$ cat config.mk
export PLATFORM = sky130hd
export DESIGN_NAME = ds3_rx_alarm_irq
export DESIGN_NICKNAME = d
export VERILOG_FILES = /design/src/rtl/ds3_alm_pkg.sv /design/src/rtl/ds3_aic_filter.sv /design/src/rtl/ds3_level_edge.sv /design/src/rtl/ds3_febe_hold.sv /design/src/rtl/ds3_irq_regs.sv /design/src/rtl/ds3_rx_alarm_irq.sv
export SDC_FILE = /design/constraint.sdc
export NUM_CORES = 1
export LEC_CHECK = 0
export BUFFER_PORTS_ARGS = -buffer_cell sky130_fd_sc_hd__buf_2
export CAP_MARGIN = 5
export CORE_ASPECT_RATIO = 1.75
export CORE_MARGIN = 5
export CORE_UTILIZATION = 32
export DETAILED_ROUTE_END_ITERATION = 12
export PLACE_DENSITY = 0.55
export RECOVER_POWER = 100
export SLEW_MARGIN = 20
export SYNTH_ARGS = -nofsm -noshare
export SYNTH_HDL_FRONTEND = slang
export SYNTH_SLANG_ARGS = --single-unit
$ cat constraint.sdc
create_clock -name clk -period 3 [get_ports clk]
set_clock_uncertainty 0.1 [all_clocks]
set_input_delay 0.15 -clock clk [delete_from_list [all_inputs] [get_ports clk]]
set_output_delay 0.15 -clock clk [all_outputs]
set_load 0.05 [all_outputs]
$ cat src/rtl/ds3_alm_pkg.sv
package ds3_alm_pkg;
    // interrupt flag / enable bit positions
    localparam int IB_PERR  = 0;
    localparam int IB_OOF   = 1;
    localparam int IB_AIC   = 2;
    localparam int IB_RDI   = 3;
    localparam int IB_IDLE  = 4;
    localparam int IB_AIS   = 5;
    localparam int IB_LOS   = 6;
    localparam int IB_CPERR = 7;
    localparam int IRQ_W    = 8;
    localparam int DEF_N    = 5;    // level defects: {los, ais, idle, rdi, oof}
    localparam logic [2:0] FEBE_OK = 3'b111;
endpackage

$ cat src/rtl/ds3_aic_filter.sv
module ds3_aic_filter #(
    parameter int AIC_FALL = 2,
    parameter int AIC_RISE = 63
) (
    input  logic clk,
    input  logic rst_n,
    input  logic stb,
    input  logic bit_in,
    output logic state,
    output logic chg
);
    localparam int CNT_MAX = (AIC_RISE > AIC_FALL) ? AIC_RISE : AIC_FALL;
    localparam int CNT_W   = $clog2(CNT_MAX + 1);

    typedef struct packed {
        logic [CNT_W-1:0] cnt;
        logic             run_val;
        logic             state;
    } aic_st_t;

    aic_st_t q, d;

    always_comb begin
        d = q;
        if (stb) begin
            if (bit_in == q.run_val) begin
                if (q.cnt != CNT_W'(CNT_MAX))
                    d.cnt = q.cnt + CNT_W'(1);
            end else begin
                d.run_val = bit_in;
                d.cnt     = CNT_W'(1);
            end
            if (!d.run_val && d.cnt >= CNT_W'(AIC_FALL))
                d.state = 1'b0;
            if (d.run_val && d.cnt >= CNT_W'(AIC_RISE))
                d.state = 1'b1;
        end
    end

    always_ff @(posedge clk or negedge rst_n) begin
        if (!rst_n) q <= '0;
        else        q <= d;
    end

    assign state = q.state;
    assign chg   = d.state ^ q.state;

    p_aic_hold_r1: assert property (@(posedge clk) disable iff (!rst_n)
        !stb |=> $stable(q.state));
    p_aic_fall_r1: assert property (@(posedge clk) disable iff (!rst_n)
        $fell(q.state) |-> (!$past(q.run_val) && ($past(q.cnt) >= CNT_W'(AIC_FALL - 1))));
    p_aic_rise_r2: assert property (@(posedge clk) disable iff (!rst_n)
        $rose(q.state) |-> ($past(q.run_val) && ($past(q.cnt) >= CNT_W'(AIC_RISE - 1))));
endmodule

$ cat src/rtl/ds3_level_edge.sv
module ds3_level_edge #(
    parameter int N = 5
) (
    input  logic         clk,
    input  logic         rst_n,
    input  logic [N-1:0] lvl,
    output logic [N-1:0] ev
);
    typedef struct packed {
        logic [N-1:0] prev;
    } edge_st_t;

    edge_st_t q, d;

    always_comb begin
        d      = q;
        d.prev = lvl;
    end

    always_ff @(posedge clk or negedge rst_n) begin
        if (!rst_n) q <= '0;
        else        q <= d;
    end

    for (genvar i = 0; i < N; i++) begin : g_edge
        assign ev[i] = lvl[i] ^ q.prev[i];
    end
endmodule

$ cat src/rtl/ds3_febe_hold.sv
module ds3_febe_hold
    import ds3_alm_pkg::*;
(
    input  logic       clk,
    input  logic       rst_n,
    input  logic       stb,
    input  logic       cbit_mode,
    input  logic [2:0] febe_in,
    output logic [2:0] febe_out
);
    typedef struct packed {
        logic [2:0] febe;
    } febe_st_t;

    febe_st_t q, d;

    always_comb begin
        d = q;
        if (stb && cbit_mode) d.febe = febe_in;
    end

    always_ff @(posedge clk or negedge rst_n) begin
        if (!rst_n) q.febe <= FEBE_OK;
        else        q <= d;
    end

    assign febe_out = cbit_mode ? q.febe : FEBE_OK;

    p_febe_hold_r3: assert property (@(posedge clk) disable iff (!rst_n)
        !cbit_mode |=> $stable(q.febe));
endmodule

$ cat src/rtl/ds3_irq_regs.sv
module ds3_irq_regs #(
    parameter int W = 8
) (
    input  logic         clk,
    input  logic         rst_n,
    input  logic [W-1:0] ev,
    input  logic         wr,
    input  logic [W-1:0] wdata,
    input  logic         rd,
    output logic [W-1:0] ien,
    output logic [W-1:0] isr,
    output logic         irq
);
    typedef struct packed {
        logic [W-1:0] ien;
        logic [W-1:0] isr;
    } irq_st_t;

    irq_st_t q, d;

    always_comb begin
        d     = q;
        d.isr = (rd ? '0 : q.isr) | (ev & q.ien);
        if (wr) d.ien = wdata;
    end

    always_ff @(posedge clk or negedge rst_n) begin
        if (!rst_n) q <= '0;
        else        q <= d;
    end

    assign ien = q.ien;
    assign isr = q.isr;
    assign irq = |(q.isr & q.ien);

    p_ien_hold_r8: assert property (@(posedge clk) disable iff (!rst_n)
        !wr |=> $stable(q.ien));
    p_sticky_r9: assert property (@(posedge clk) disable iff (!rst_n)
        !rd |=> ((q.isr & $past(q.isr)) == $past(q.isr)));
    p_rd_clear_r9: assert property (@(posedge clk) disable iff (!rst_n)
        (rd && ev == '0) |=> (q.isr == '0));
endmodule

$ cat src/rtl/ds3_rx_alarm_irq.sv
module ds3_rx_alarm_irq
    import ds3_alm_pkg::*;
#(
    parameter int AIC_FALL = 2,
    parameter int AIC_RISE = 63
) (
    input  logic       clk,
    input  logic       rst_n,
    input  logic       cbit_mode,
    input  logic       mframe_stb,
    input  logic       aic_bit,
    input  logic [2:0] febe_bits,
    input  logic       cp_err,
    input  logic       p_err,
    input  logic       los,
    input  logic       ais,
    input  logic       idle,
    input  logic       rdi,
    input  logic       oof,
    input  logic       ien_wr,
    input  logic [7:0] ien_wdata,
    input  logic       isr_rd,
    output logic [7:0] stat_byte,
    output logic [7:0] ien_byte,
    output logic [7:0] isr_byte,
    output logic       irq
);
    logic             aic_state, aic_chg;
    logic [2:0]       febe_view;
    logic [DEF_N-1:0] def_lvl, def_ev;
    logic [IRQ_W-1:0] src_ev;

    ds3_aic_filter #(.AIC_FALL(AIC_FALL), .AIC_RISE(AIC_RISE)) u_aic (
        .clk(clk), .rst_n(rst_n), .stb(mframe_stb), .bit_in(aic_bit),
        .state(aic_state), .chg(aic_chg)
    );

    ds3_febe_hold u_febe (
        .clk(clk), .rst_n(rst_n), .stb(mframe_stb), .cbit_mode(cbit_mode),
        .febe_in(febe_bits), .febe_out(febe_view)
    );

    assign def_lvl = {los, ais, idle, rdi, oof};

    ds3_level_edge #(.N(DEF_N)) u_edge (
        .clk(clk), .rst_n(rst_n), .lvl(def_lvl), .ev(def_ev)
    );

    always_comb begin
        src_ev           = '0;
        src_ev[IB_CPERR] = cp_err & cbit_mode;
        src_ev[IB_LOS]   = def_ev[4];
        src_ev[IB_AIS]   = def_ev[3];
        src_ev[IB_IDLE]  = def_ev[2];
        src_ev[IB_RDI]   = def_ev[1];
        src_ev[IB_AIC]   = aic_chg;
        src_ev[IB_OOF]   = def_ev[0];
        src_ev[IB_PERR]  = p_err;
    end

    ds3_irq_regs #(.W(IRQ_W)) u_irq (
        .clk(clk), .rst_n(rst_n), .ev(src_ev), .wr(ien_wr), .wdata(ien_wdata),
        .rd(isr_rd), .ien(ien_byte), .isr(isr_byte), .irq(irq)
    );

    assign stat_byte = {3'b000, rdi, aic_state, febe_view};

    p_cp_gate_r6: assert property (@(posedge clk) disable iff (!rst_n)
        (!cbit_mode && isr_rd) |=> !isr_byte[IB_CPERR]);
    p_aic_flag_r7: assert property (@(posedge clk) disable iff (!rst_n)
        (ien_byte[IB_AIC] && !ien_wr && ($past(aic_state) != aic_state)) |-> isr_byte[IB_AIC]);
endmodule

# == After elaboration in Yosys (flattened, before gate mapping) ==
# Index checks and enable logic that the tools add are counted.
# word_totals
regBits,32
# op_classes
addsub,1
order_cmp,2
n_eq_ne,2
muxes,10
n_bitwise,10
reduce_logical,5
# ops
cell,n
6-bit two-way mux,3
8-bit AND,2
8-bit two-way mux,1
8-bit bitwise OR,1
8-bit OR reduction,1
"6-bit by 1-bit adder with 6-bit output, second input constant",1
"6-bit by 2-bit greater-or-equal comparator with 1-bit output, second input constant",1
"6-bit greater-or-equal comparator, second input constant",1
"6-bit inequality test, second input constant",1
1-bit bitwise XOR,6
1-bit two-way mux,5
1-bit logical AND,3
3-bit two-way mux,1
1-bit AND,1
1-bit == test,1
1-bit zero test,1

# == Depth between registers and ports, before layout ==
# Gate-level depths: netlist of run 1.
# depth
word_depth,12
ltp_mapped,7
ltp_nobuf,7

# == Modules after synthesis ==
# Synthesis of run 1 repeated with hierarchy kept, for this count alone.
# hier_totals
cells_unflattened,153
hier_area_um2,1645.3
# modules_own_cells
module,instances,cells_per_inst,area_per_inst_um2,seq_area_each_um2
ds3_irq_regs,1,54,668.1,400.4
ds3_aic_filter,1,72,608.1,200.2
ds3_level_edge,1,10,168.9,125.1
ds3_febe_hold,1,10,152.6,78.8
ds3_rx_alarm_irq,1,7,47.5,0.0

# == Least setup slack after synthesis of run 1 ==
# Ideal clock, no wire load.
# synth_timing
path_type,register to register
from,register u_aic.q[2] (netlist bit)
to,register u_irq.q (netlist bit u_irq.isr[2])
arrival_ps,2025
required_ps,2774
path_slack_ps,749
path_stages_with_launch,7
period_less_slack_ps,2251
path_cell_list,dfrtp_1 ha_1 clkbuf_2 o41ai_2 a21oi_1 or4_4 a221o_1
# synth_rtl
item,line_no,source
from (decl),ds3_aic_filter.sv:21,"aic_st_t q, d;"
from (signal assigned),ds3_aic_filter.sv:41,if (!rst_n) q <= '0;
from (signal assigned),ds3_aic_filter.sv:42,else q <= d;
to (signal assigned),ds3_irq_regs.sv:28,if (!rst_n) q <= '0;
to (signal assigned),ds3_irq_regs.sv:29,else q <= d;
to (decl),ds3_irq_regs.sv:19,"irq_st_t q, d;"

==> metrics.log, run 1 <==
INFO  metric cts_root_buf = sky130_fd_sc_hd__clkbuf_8
INFO  metric worstPathRequired = 3.06 ns
INFO  metric h-tree-depth = 2
INFO  metric cts.sink_count = 32
INFO  metric grt_max_degree = 33
INFO  metric antenna_found_initial = 0
INFO  metric cts_setup_buffers = 0
INFO  metric synth-seq-cells = 32
INFO  metric status = finished, violations left
INFO  metric combinationalPowerShare = 27.7%
INFO  metric post_cts_resized = 0
INFO  metric netSwitchingFraction = 35.90%
INFO  metric worst-endpoint-arrival = 2.52 ns
INFO  metric cts_tree = done
INFO  metric p_sw = 0.0004778 W
INFO  metric cts-hold-fix-buffers = 18
INFO  metric detail-route-antenna-nets = 0
INFO  metric dr.first_iter.drc_count = 27
INFO  metric grt-ovfl-total = 0
INFO  metric layout-area-overhead-vs-synth = 30.17%
INFO  metric first_global_vias = 1431
INFO  metric io_pins = 50
INFO  metric power.density_cell_area = 647.1 nW/um^2
INFO  metric p_clk_share = 30.7%
INFO  metric drt_pass1_iterations = 4
INFO  metric numCtsBuffers = 5
INFO  metric crit_path_max_fanout = 11
INFO  metric drt-wirelength-per-cell = 14.80 um
INFO  metric drv_cap = 1
INFO  metric hpwlAfterDp = 2863 um
INFO  metric cts.reportedPaths.clkPinSlew = 0.07 ns
INFO  metric routed_wirelength = 3995 um
INFO  metric first_pass_grt_wire_length = 6686 um
INFO  metric achievable_clock_frequency = 406.8 MHz
INFO  metric hold_path.class = in2reg
INFO  metric post_synth_inst_count = 153
INFO  metric setup_repair_after_global_routing_missed_its_margin = no
INFO  metric total_leakage_power = 0.9003 nW
INFO  metric clock_tree.buffer_depth = 2
INFO  metric seq_power_share = 41.6%
INFO  metric die_width = 63.12 um
INFO  metric layout.cells.most_common_list = sky130_fd_sc_hd__clkbuf_1, sky130_fd_sc_hd__dfrtp_1, sky130_fd_sc_hd__dlygate4sd3_1, sky130_fd_sc_hd__buf_2, sky130_fd_sc_hd__o21ai_0
INFO  metric via_count = 1357
INFO  metric finalMaxSlewViolations = 33
INFO  metric setup_violators_final = 0
INFO  metric chipHeight = 103.0 um
INFO  metric end_kind = flip-flop
INFO  metric post_detailed_route_drc_marker_count = 0
INFO  metric timing.final.crit_share = 81.95%
INFO  metric finalWeightedCongestion = 0.8959
INFO  metric port-buffer-count = 46
INFO  metric min_period = 2.458 ns
INFO  metric violations = capacitance limit, slew limit
INFO  metric power.total = 0.001331 W
INFO  metric global_route.usage.total = 13.07%
INFO  metric post_route_setup_tns = 0 ns
INFO  metric worst_vdd_ir = 0.4058 mV
INFO  metric fin_hold_ws = 0.01693 ns
INFO  metric tightest_slew = 1.768 ns
INFO  metric syn-cell-area = 1580 sq um
INFO  metric floorplan.die_area = 6499 sq um
INFO  metric share_of_flip_flops_with_an_asynchronous_set_or_reset = 100.0%
INFO  metric antenna_cells = 0
INFO  metric start_util = 32.30%
INFO  metric slew_headroom = -17.84%
INFO  metric insertion_delay = 0.28 ns
INFO  metric core = 4892 sq um
INFO  metric synthFlopType = sky130_fd_sc_hd__dfrtp_1
INFO  metric critical_path_class = reg2reg
INFO  metric via_per_inst = 5.026
INFO  metric power.internal = 0.0008533 W
INFO  metric per_instance_average_area_after_synthesis = 10.33 sq um
INFO  metric rows = 34
INFO  metric ys.warnings.count = 0
INFO  metric post_route_cells_drive_above_1_share = 18.98%
INFO  metric finalNetCount = 243
INFO  metric crit_path_start_kind = flip-flop
INFO  metric synth_seq_area_share = 50.91%
INFO  metric cell_variety_after_synth = 37
INFO  metric timing.final.hold_violations = 0
INFO  metric synth_enable_flop_cells = 0
[state kept, by name, indices dropped and copies added, names as in the netlist]
signal and count:
u_aic.state 1, u_irq.isr 8, u_aic.q 7, u_irq.ien 8, u_febe.q 3, u_edge.q 5
[Yosys cell counts, types with 3 or more instances]
cell / count / share of area [%]
sky130_fd_sc_hd__ha_1: 3 / 2.4
sky130_fd_sc_hd__buf_4: 7 / 3.3
sky130_fd_sc_hd__nor2_1: 5 / 1.2
sky130_fd_sc_hd__inv_1: 11 / 2.6
sky130_fd_sc_hd__a21oi_1: 11 / 3.5
sky130_fd_sc_hd__o21ai_0: 12 / 3.8
sky130_fd_sc_hd__nand3_1: 7 / 2.2
sky130_fd_sc_hd__xor2_1: 5 / 2.8
sky130_fd_sc_hd__mux2_2: 11 / 7.8
sky130_fd_sc_hd__a22oi_1: 4 / 1.9
sky130_fd_sc_hd__nand2b_1: 4 / 1.6
sky130_fd_sc_hd__nand2_1: 10 / 2.4
sky130_fd_sc_hd__dfrtp_1: 29 / 46
sky130_fd_sc_hd__and3_1: 3 / 1.2
sky130_fd_sc_hd__dfstp_2: 3 / 5.0
[power by group through the flow]
stage	sequential, W	combinational [W]	clock [W]
3_5_place_dp	0.000558	0.000371	0
5_1_grt	0.000563	0.000402	0.000437
4_1_cts	0.000551	0.000391	0.000421
2_1_floorplan	0.000614	0.000220	0
6_report	0.000553	0.000369	0.000409
3_3_place_gp	0.000557	0.000370	0
[logic make-up (layout without fill, tap and decap cells)]
logic type	count (synthesis)	after routing	share of synthesized area, %
buffers and inverters	23	84	7.284
muxes	12	12	8.472
DFF	32	32	50.91
AOI/OAI and AO/OA	37	37	14.65
other	1	3	0.2373
xor gates and xnor gates	5	5	2.771
and+or+nand+nor	40	40	13.30
adders and majority gates	3	3	2.376
[layout make-up]
class,instances,area [sq um]
fill,493,2835
sequential,32,804.5
multi-input combinational,100,656.9
timing repair buffer,64,375.4
clock buffer,6,72.57
tap,54,67.56
inverter,12,45.04
clock inverter,2,35.03
[path summary, 6_finish.rpt]
check                            from           end  slack (ns)  depth (start not counted)
hold / removal                 cp_err  u_irq.isr[7]        0.02                          3
setup / recovery           u_aic.q[2]  u_irq.isr[2]        0.54                          6
setup reg to reg           u_aic.q[2]  u_irq.isr[2]        0.54                          6
hold reg to reg            u_aic.q[1]    u_aic.q[1]        0.43                          2
max in group asynchronous       rst_n  u_irq.isr[2]        0.99                          2
min in group asynchronous       rst_n  u_irq.isr[4]        0.79                          2
[layer usage]
layer	vias to the layer above	part of all wire, %	global-route usage (%)
met5	-	0	0
met4	0	2.3	6.046
met3	8	5.8	3.053
met2	51	53	23.79
met1	647	39	14.17
li1	651	-	-
[worst max-delay path: stages, from the launching register on]
cell and delay [ns]:
sky130_fd_sc_hd__dfrtp_1 0.47, sky130_fd_sc_hd__ha_1 0.41, sky130_fd_sc_hd__nand3_1 0.17, sky130_fd_sc_hd__o21ai_0 0.20, sky130_fd_sc_hd__a21oi_1 0.10, sky130_fd_sc_hd__or4_1 0.55
sky130_fd_sc_hd__a221o_1 0.33
[through the flow]
stage | utilization [%] | setup slack (ns) | instances | instance area (sq um)
floorplan | - | 0.7487 | 155 | 1588
global placement | 37.11 | 0.6420 | 244 | 1815
detailed placement | 37.11 | 0.6056 | 244 | 1815
CTS | 42.99 | 0.5799 | 270 | 2103
global route | 42.05 | 0.4143 | 270 | 2057
finish | 42.05 | 0.5416 | 270 | 2057
Note: power is estimated with default switching activity, not from simulation.
==> run 2, diff against run 1 <==
--- a/config.mk
+++ b/config.mk
@@ -11,7 +11,7 @@
 export CORE_MARGIN = 5
 export CORE_UTILIZATION = 32
 export DETAILED_ROUTE_END_ITERATION = 12
-export PLACE_DENSITY = 0.55
+export PLACE_DENSITY = 0.57
 export RECOVER_POWER = 100
 export SLEW_MARGIN = 20
 export SYNTH_ARGS = -nofsm -noshare
==> constraint.sdc (replaced) <==
create_clock -name clk -period 2 [get_ports clk]
set_clock_uncertainty 0.1 [all_clocks]
set_input_delay 0.1 -clock clk [delete_from_list [all_inputs] [get_ports clk]]
set_output_delay 0.1 -clock clk [all_outputs]
set_load 0.05 [all_outputs]
==> run 2 against run 1 <==
  * The run ends with setup timing left
  * Sequential share of layout area fell by 2.2 points
  * Via count rose by 3.2%
  * Critical path depth rose by 1
  * Total power rose by 50%
  * Non-clock buffer count rose by 14
  * Hold slack improved by 0.0098 ns
  * Core utilization rose by 2.5 points
  * Register-to-register slack got worse by 0.55 ns
  * Clock power rose by 25%
  * Final cell count rose by 5.2%
  * Worst setup slack got worse by 0.55 ns
  * Clock-buffer cell count rose by 1
==> metrics.log, run 2 (synthesis gave the netlist of run 1 again) <==
INFO  metric cp.depth = 7
INFO  metric floorplan.die_area = 6499 sq um
INFO  metric power.density_cell_area = 915.2 nW/um^2
INFO  metric status = finished, violations left
INFO  metric area_of_the_multi_input_gates = 680.7 sq um
INFO  metric timing.critical_path.slowest_stage_cell = sky130_fd_sc_hd__or4_4
INFO  metric drt-wirelength-per-cell = 14.05 um
INFO  metric fin_hold_ws = 0.02674 ns
INFO  metric worst-endpoint-arrival = 2.06 ns
INFO  metric final.fill_count = 476
INFO  metric global_route.usage.total = 13.61%
INFO  metric worst_r2r_path_depth = 7
INFO  metric clock_tree.buffer_depth = 2
INFO  metric min_period = 2.007 ns
INFO  metric numCtsBuffers = 5
INFO  metric dr.first_iter.drc_count = 34
INFO  metric end_kind = flip-flop
INFO  metric regToRegEndpoint = u_irq.isr[2]
INFO  metric final_common_cell = sky130_fd_sc_hd__dfrtp_1
INFO  metric first_pass_grt_wire_length = 6989 um
INFO  metric hpwlAfterDp = 3065 um
INFO  metric worst_vdd_ir = 0.7060 mV
INFO  metric routed_wirelength = 3989 um
INFO  metric critical_path.top_delay_family = simple AND/OR/NAND/NOR gates
INFO  metric slew_headroom = 49.12%
INFO  metric antenna_cells = 0
INFO  metric post_route_cells_drive_above_1_share = 26.52%
INFO  metric insertion_delay = 0.28 ns
INFO  metric r2r_start = u_aic.q[2]
INFO  metric timing.final.hold_violations = 0
INFO  metric final-seq-area = 804.5 sq um
INFO  metric start_util = 32.30%
INFO  metric crit_path_start_kind = flip-flop
INFO  metric total_leakage_power = 0.9624 nW
INFO  metric cts_setup_buffers = 0
INFO  metric first_global_vias = 1533
INFO  metric cp_num_buf_inv = 1
INFO  metric layout-area-overhead-vs-synth = 37.93%
INFO  metric cts.reportedPaths.clkPinSlew = 0.07 ns
INFO  metric grt_max_degree = 33
INFO  metric timing.critical_path.cells = ha_2 -> buf_6 -> nand3_2 -> a31o_1 -> a21oi_1 -> or4_4 -> a221o_1
INFO  metric critical_path_class = reg2reg
INFO  metric via_count = 1400
INFO  metric setup_repair_after_global_routing_missed_its_margin = yes
INFO  metric rows = 34
INFO  metric cts.sink_count = 32
INFO  metric crit_path_max_fanout = 10
INFO  metric power.total = 0.001995 W
INFO  metric worstPathRequired = 2.06 ns
INFO  metric worst_setup_slack_after_layout = -0.007375 ns
INFO  metric antenna_found_initial = 0
INFO  metric worst_reg_to_reg_setup_slack = -0.007 ns
INFO  metric timing.hold.worst_path_depth = 2
INFO  metric cts_tree = done
INFO  metric layout.cells.most_common_list = sky130_fd_sc_hd__dfrtp_1, sky130_fd_sc_hd__clkbuf_1, sky130_fd_sc_hd__dlygate4sd3_1, sky130_fd_sc_hd__buf_2, sky130_fd_sc_hd__buf_4
INFO  metric via_per_inst = 4.930
INFO  metric chipHeight = 103.0 um
INFO  metric h-tree-depth = 2
INFO  metric critPathMaxStageDelay = 0.51 ns
INFO  metric drt_pass1_iterations = 4
INFO  metric die_width = 63.12 um
INFO  metric core = 4892 sq um
INFO  metric detail-route-antenna-nets = 0
INFO  metric setup_violators_final = 1
INFO  metric timing.final.crit_share = 100.4%
INFO  metric hold_path.class = in2reg
INFO  metric tightest_slew = 0.7632 ns
INFO  metric grt-ovfl-total = 0
INFO  metric io_pins = 50
INFO  metric achievable_clock_frequency = 498.2 MHz
INFO  metric cts_root_buf = sky130_fd_sc_hd__clkbuf_8
INFO  metric finalNetCount = 257
INFO  metric finalMaxSlewViolations = 0
INFO  metric worst_min_delay_path_endpoint = u_irq.isr[0]
INFO  metric finalWeightedCongestion = 0.7902
INFO  metric post_detailed_route_drc_marker_count = 0
INFO  metric drv_cap = 0
INFO  metric port-buffer-count = 46
INFO  metric violations = setup timing
INFO  metric hp-start = isr_rd
==> run 2: metal layers <==
metal  up-vias  share of wire, %  GRT usage (%)
li1        675                 -              -
met1       665                37          14.35
met2        55                56          25.69
met3         5               5.3          2.726
met4         0               1.6          6.046
met5         -                 0              0
==> run 2: power by group <==
part	internal [W]	switching [W]	total, W
logic	0.000256	0.000426	0.000682
clock network	0.000279	0.000234	0.000513
registers	0.000732	0.0000678	0.000800
==> run 2: area by class of cell <==
class / instances / share of cell area, %
clock inverter: 1 / 0.3444
sequential: 32 / 36.91
clock buffer: 7 / 3.961
tap: 54 / 3.100
timing repair buffer: 78 / 22.39
multi-input combinational: 100 / 31.23
inverter: 12 / 2.067
==> run 2: worst max path at each step <==
stage / slack, ns / to / from
after global routing: -0.11 / u_irq.isr[2] / u_aic.q[3]
final: -0.007 / u_irq.isr[2] / u_aic.q[2]
after global placement: 0.0007 / u_irq.isr[2] / u_aic.q[1]
after CTS: -0.008 / u_irq.isr[2] / u_aic.q[2]
after detailed placement: -0.03 / u_irq.isr[2] / u_aic.q[3]
after floorplan: -0.01 / u_irq.isr[2] / u_aic.q[2]
==> run 2: worst reg2reg max path, stage by stage, from the launching register on <==
cell                      delay [ns]
sky130_fd_sc_hd__dfrtp_1        0.38
sky130_fd_sc_hd__ha_2           0.20
sky130_fd_sc_hd__buf_6          0.14
sky130_fd_sc_hd__nand3_2        0.05
sky130_fd_sc_hd__a31o_1         0.15
sky130_fd_sc_hd__a21oi_1        0.04
sky130_fd_sc_hd__or4_4          0.51
sky130_fd_sc_hd__a221o_1        0.31
==> run 2: metrics by stage <==
stage / area, sq um / std cells / util, % / setup TNS [ns] / setup WS, ns
after floorplan: 1604 / 155 / - / -0.01080 / -0.01080
after global placement: 1921 / 257 / 39.26 / 0 / 0.0007054
after detailed placement: 1921 / 257 / 39.26 / -0.02851 / -0.02851
after CTS: 2213 / 284 / 45.24 / -0.007824 / -0.007824
after global routing: 2180 / 284 / 44.55 / -0.1090 / -0.1090
final: 2180 / 284 / 44.55 / -0.007375 / -0.007375
==> run 2: what timing repair did <==
item | 4_1_cts | 5_1_grt
endpoints found under the hold margin | 47 | 0
endpoints found under the setup margin | 1 | 1
hold buffers | 19 | 0
resized for setup | 4 | 0
pin swaps | 1 | 0
